File: config.mk
export PLATFORM = sky130hd
export DESIGN_NAME = scr_triple
export DESIGN_NICKNAME = d
export VERILOG_FILES = /design/src/rtl/scr_pkg.sv /design/src/rtl/scr_ctrl.sv /design/src/rtl/scr_data.sv /design/src/rtl/scr_triple.sv
export SDC_FILE = /design/constraint.sdc
export NUM_CORES = 1
export LEC_CHECK = 0
export ABC_AREA = 1
export BUFFER_PORTS_ARGS = -buffer_cell sky130_fd_sc_hd__buf_4
export CAP_MARGIN = 20
export CORE_UTILIZATION = 48
export DETAILED_ROUTE_END_ITERATION = 10
export MAX_ROUTING_LAYER = met4
export PLACE_DENSITY = 0.87
export SLEW_MARGIN = 20
export SYNTH_ARGS = -nofsm -noshare
export SYNTH_HDL_FRONTEND = slang
export SYNTH_SLANG_ARGS = --single-unit
File: constraint.sdc
create_clock -name clk -period 1.2 [get_ports clk]
set_clock_uncertainty 0.2 [all_clocks]
set_input_delay 0.12 -clock clk [delete_from_list [all_inputs] [get_ports clk]]
set_output_delay 0.12 -clock clk [all_outputs]
set_load 0.1 [all_outputs]
File: src/rtl/scr_pkg.sv
package scr_pkg;
  // Strobes from the decoder to the storage datapath
  typedef struct packed {
    logic setStb;   // write to set address
    logic clrStb;   // write to clear address
    logic rdSel;    // status address on the bus
  } scrStrobes_t;
endpackage

File: src/rtl/scr_ctrl.sv
module scr_ctrl
  import scr_pkg::*;
#(
  parameter int ADDR_W    = 4,
  parameter int BASE_ADDR = 0
) (
  input  logic [ADDR_W-1:0] busAddr,
  input  logic              busWrEn,
  output scrStrobes_t       strobes
);
  localparam logic [ADDR_W-1:0] SET_ADDR = ADDR_W'(BASE_ADDR);
  localparam logic [ADDR_W-1:0] CLR_ADDR = ADDR_W'(BASE_ADDR + 1);
  localparam logic [ADDR_W-1:0] STS_ADDR = ADDR_W'(BASE_ADDR + 2);

  logic hitSet;
  logic hitClr;
  logic hitSts;

  always_comb begin
    hitSet = (busAddr == SET_ADDR);
    hitClr = (busAddr == CLR_ADDR);
    hitSts = (busAddr == STS_ADDR);
    strobes.setStb = busWrEn & hitSet;
    strobes.clrStb = busWrEn & hitClr;
    // status is read-only: a write there raises no strobe
    strobes.rdSel  = hitSts;
  end
endmodule

File: src/rtl/scr_data.sv
module scr_data
  import scr_pkg::*;
#(
  parameter int DATA_W = 32
) (
  input  logic              clk,
  input  logic              rstN,
  input  scrStrobes_t       strobes,
  input  logic [DATA_W-1:0] wrData,
  output logic [DATA_W-1:0] rdData,
  output logic [DATA_W-1:0] value
);
  logic [DATA_W-1:0] stored;
  logic [DATA_W-1:0] nextVal;

  always_comb begin
    nextVal = stored;
    if (strobes.setStb) nextVal = stored | wrData;
    else if (strobes.clrStb) nextVal = stored & ~wrData;
  end

  always_ff @(posedge clk or negedge rstN) begin
    if (!rstN) stored <= '0;
    else       stored <= nextVal;
  end

  assign rdData = strobes.rdSel ? stored : '0;
  assign value  = stored;
endmodule

File: src/rtl/scr_triple.sv
module scr_triple
  import scr_pkg::*;
#(
  parameter int DATA_W    = 32,
  parameter int ADDR_W    = 4,
  parameter int BASE_ADDR = 4
) (
  input  logic              clk,
  input  logic              rstN,
  input  logic [ADDR_W-1:0] busAddr,
  input  logic              busWrEn,
  input  logic [DATA_W-1:0] busWrData,
  output logic [DATA_W-1:0] busRdData,
  output logic [DATA_W-1:0] regValue
);
  scrStrobes_t strobes;

  scr_ctrl #(.ADDR_W(ADDR_W), .BASE_ADDR(BASE_ADDR)) i_ctrl (
    .busAddr (busAddr),
    .busWrEn (busWrEn),
    .strobes (strobes)
  );

  scr_data #(.DATA_W(DATA_W)) i_data (
    .clk     (clk),
    .rstN    (rstN),
    .strobes (strobes),
    .wrData  (busWrData),
    .rdData  (busRdData),
    .value   (regValue)
  );
endmodule

==> results of run 1 <==
-- cell families after synthesis --
family | count (synthesis)
buffers and inverters | 54
DFF | 32
and+or+nand+nor | 164
-- cell usage after synthesis --
cell type,count,area share (%)
buf_4,8,3.2
buf_6,9,5.4
clkbuf_1,3,0.60
dfrtp_1,32,43
inv_1,33,6.6
inv_2,1,0.20
nand2_1,64,13
nand3_1,32,8.5
nand3b_4,1,1.1
nand4_1,32,11
nor2_1,29,5.8
nor2_2,3,1.0
nor2_4,3,1.8
-- metrics by stage --
stage | setup slack (ns) | util [%] | instances | cell area (µm²) | hold WS (ns)
global placement | -0.182 | 82.1 | 393 | 3050 | -0.116
detailed placement | -0.238 | 82.1 | 393 | 3050 | -0.115
floorplan | -0.274 | - | 250 | 2240 | -0.376
==> run metrics, run 1 <==
# rows 22; Root Driver clkbuf_8; yosys warns 0; adder-cell share of the synthesized area 0%; Die Span X 64.6 µm; complex-gate fraction of the synthesized area 0%; main combinational cell family by area after synthesis simple AND/OR/NAND/NOR gates; DP Wirelength 3910 µm; Die Ht 64.6 µm; IO Port Bufs 102; initial core utilization 50.7%; mapped cell area 1880 µm²; clk buf depth 2; register area share after synthesis 42.5%; Synth Area in XOR/XNOR 0%; Post-Syn Instances 250; total number of clock tree sinks 32; number of placed I/O pins 103; Seq cells post-synth 32; post-CTS setup buffer count 3; post-synth net total 289; gpl congestion 0.798; synth unique cells 13; post-synthesis simple-gate area fraction 41.5%; mux cell area share after synthesis 0%; Stop Error [ERROR DPL-0038] Utilization greater than 100%, impossible to legalize; Halt Stage 4_1_cts; run status did not finish; Hold Buf Count CTS 33; CTS Buf Count 5; post-synthesis area per instance 7.53 µm²; CTS resizes 147; H-tree Lvls 2
==> inputs of run 2 (changes only) <==
--- a/config.mk
+++ b/config.mk
@@ -8,10 +8,9 @@
 export ABC_AREA = 1
 export BUFFER_PORTS_ARGS = -buffer_cell sky130_fd_sc_hd__buf_4
 export CAP_MARGIN = 20
-export CORE_UTILIZATION = 48
+export CORE_UTILIZATION = 36
 export DETAILED_ROUTE_END_ITERATION = 10
-export MAX_ROUTING_LAYER = met4
-export PLACE_DENSITY = 0.87
+export PLACE_DENSITY_LB_ADDON = 0.15
 export SLEW_MARGIN = 20
 export SYNTH_ARGS = -nofsm -noshare
 export SYNTH_HDL_FRONTEND = slang
==> run 2 against run 1 <==
- the flow now finishes, with violations (setup timing)
- synthesized area unchanged
- synthesized cell count is the same
==> run metrics, run 2 <==
final setup margin -0.243 ns; register area share after synthesis 42.5%; diode count 0; Setup Crit Path Kind reg -> out; Root Driver clkbuf_8; Critical Path AT 1.12 ns; Crit. End Element output pin; sequential fraction of design power 27.9%; top cells by count, synth 64 x nand2_1, 33 x inv_1, 32 x dfrtp_1, 32 x nand3_1, 32 x nand4_1; adder-cell share of the synthesized area 0%; run status finished with violations; Initial DRC Count 171; final setup fails 64; max cap viols 0; pin count of the biggest net entering global routing 45; EDFF count, synth 0; Seq cells post-synth 32; most frequent cells in the layout 66 x buf_12, 64 x nand2_1, 50 x buf_4, 35 x nor2_4, 33 x dlygate4sd3_1; Pwr Total 6.72 mW; post-route minimum period 1.44 ns; P_int 3.37 mW; share of layout cells above drive strength 1 58.3%; Min-Delay Path Class in -> async; Vias 2354; period utilization 120%; Initial DRT Pass Iterations 4; drt drc 0; Req. time, crit path 0.88 ns; post-route cell area 4390 µm²; complex-gate fraction of the synthesized area 0%; H-tree Lvls 2; mapped cell area 1880 µm²; IO Port Bufs 102; RSZ-0062 raised after global routing true; area growth from synthesis to layout 133%; LEAKAGE 1.84 nW; fmax 693 MHz; Switching Fraction 49.8%; drt wl/cell 18.2 µm; Yosys top cell area share 42.5%; CTS tree done; Detail Route Antenna Nets 0; # rows 25; commonest non-fill, non-tap cell in the layout buf_12; Comb pwr share 56.7%; Worst VDD drop 0.00119 V; global-route wire length before repair 10800 µm; initial antenna violation count 0; number of placed I/O pins 103; post-synthesis simple-gate area fraction 41.5%; Cell Area, Placed 3090 µm²; synth unique cells 13; Final nets 429; Hold WS 0.150 ns; Synth area leader dfrtp_1; post-synthesis area per instance 7.53 µm²; gpl congestion 0.806; yosys warns 0; Post-Syn Instances 250; vias per cell 5.14; pwr/cell area 1530 nW/µm²; Psw 3.35 mW; gr ovfl total 0; Reg2Reg Setup Slack 0.06 ns; main combinational cell family by area after synthesis simple AND/OR/NAND/NOR gates; wire length after detailed routing 8320 µm; Synth Area in XOR/XNOR 0%; crit start category register; most numerous cell in the Yosys netlist nand2_1; post-synth net total 289; clk_lat worst skew 0.27 ns; Die Span X 74.3 µm; ys async rst share 100%; clk buf depth 2; vias in the first global route 2222; die area 5520 µm²; core area 4880 µm²; mux cell area share after synthesis 0%; Final Max Tran Viols 0; DP Wirelength 3810 µm; Die Ht 74.3 µm; violated checks setup timing; total number of clock tree sinks 32; Slew Limit Headroom 71.1%; top_reg_cell synth dfrtp_1; clk slew on worst S/H paths 0.08 ns; Hold Vio Cnt, Final 0; worst slew pin tran 0.434 ns; synth top area cells dfrtp_1 43%, nand2_1 13%, nand4_1 11%; initial core utilization 38.6%; GRT Overall Usage 25.9%; critical path peak fanout 3; CTS Buf Count 5; clock power share 15.5%
==> run 2: cell counts after synthesis <==
No cell type changed its count.
==> run 2: what timing repair did <==
action,CTS,global route
pin swaps,3,3
hold buffers,33,0
endpoints found under the setup margin,64,64
gates resized for setup,117,90
buffers inserted,2,2
hold endpoints to repair,64,0
==> run 2: cell families (layout without fill, tap and decap cells) <==
kind of cell | Yosys count | after routing
AND/OR/NAND/NOR | 164 | 164
buffers and inverters | 54 | 195
flip-flops | 32 | 32
==> run 2: layout make-up <==
type | instances | area [µm²]
Clock buffer | 6 | 72.6
Clock inverter | 2 | 35.0
Fill cell | 205 | 492
Inverter | 34 | 178
Multi-Input combinational cell | 164 | 1010
Sequential cell | 32 | 921
Tap cell | 67 | 83.8
Timing Repair Buffer | 153 | 2080
==> run 2: power groups by stage <==
| stage | logic, mW | registers [mW] | clock network, mW |
|---|---|---|---|
| 2_1_floorplan | 0.704 | 3.31 | 0 |
| 3_3_place_gp | 2.95 | 1.68 | 0 |
| 3_5_place_dp | 2.98 | 1.69 | 0 |
| 4_1_cts | 3.25 | 1.70 | 1.02 |
| 5_1_grt | 3.92 | 1.90 | 1.10 |
| 6_report | 3.81 | 1.87 | 1.04 |
==> run 2: final timing paths <==
check | from | end | cells after the start
worst min register to register | register | register | 2
min in group clk | busAddr[0] | register | 6
worst max register to register | register | register | 3
worst min-delay path | rstN | asynchronous set/reset pin | 2
worst max-delay path | register | busRdData[3] | 3
max in group asynchronous | rstN | asynchronous set/reset pin | 2
==> run 2: layer usage <==
metal  wire (µm)  GRT usage, %  vias up
li1            -             -     1078
met1        3000          28.9     1135
met4         238          7.55        0
met2        4630          50.0      116
met5           0             0        -
met3         459          4.34       25
==> run 2: worst max-delay path, cell delays in order (launching register included) <==
cell and delay [ns]:
dfrtp_4 0.46, inv_2 0.06, nor2_4 0.13, buf_12 0.19
==> run 2: metrics by stage <==
stage               utilization (%)  std cells  setup slack [ns]  TNS, ns
floorplan                         -        250            -0.274    -8.78
global placement               63.4        413            -0.193    -6.26
detailed placement             63.4        413            -0.209    -7.18
CTS                            82.4        456            -0.172    -8.92
global route                   89.9        458            -0.247   -10.50
finish                         89.9        458            -0.243    -9.08
(Power assumes the default switching activity.)
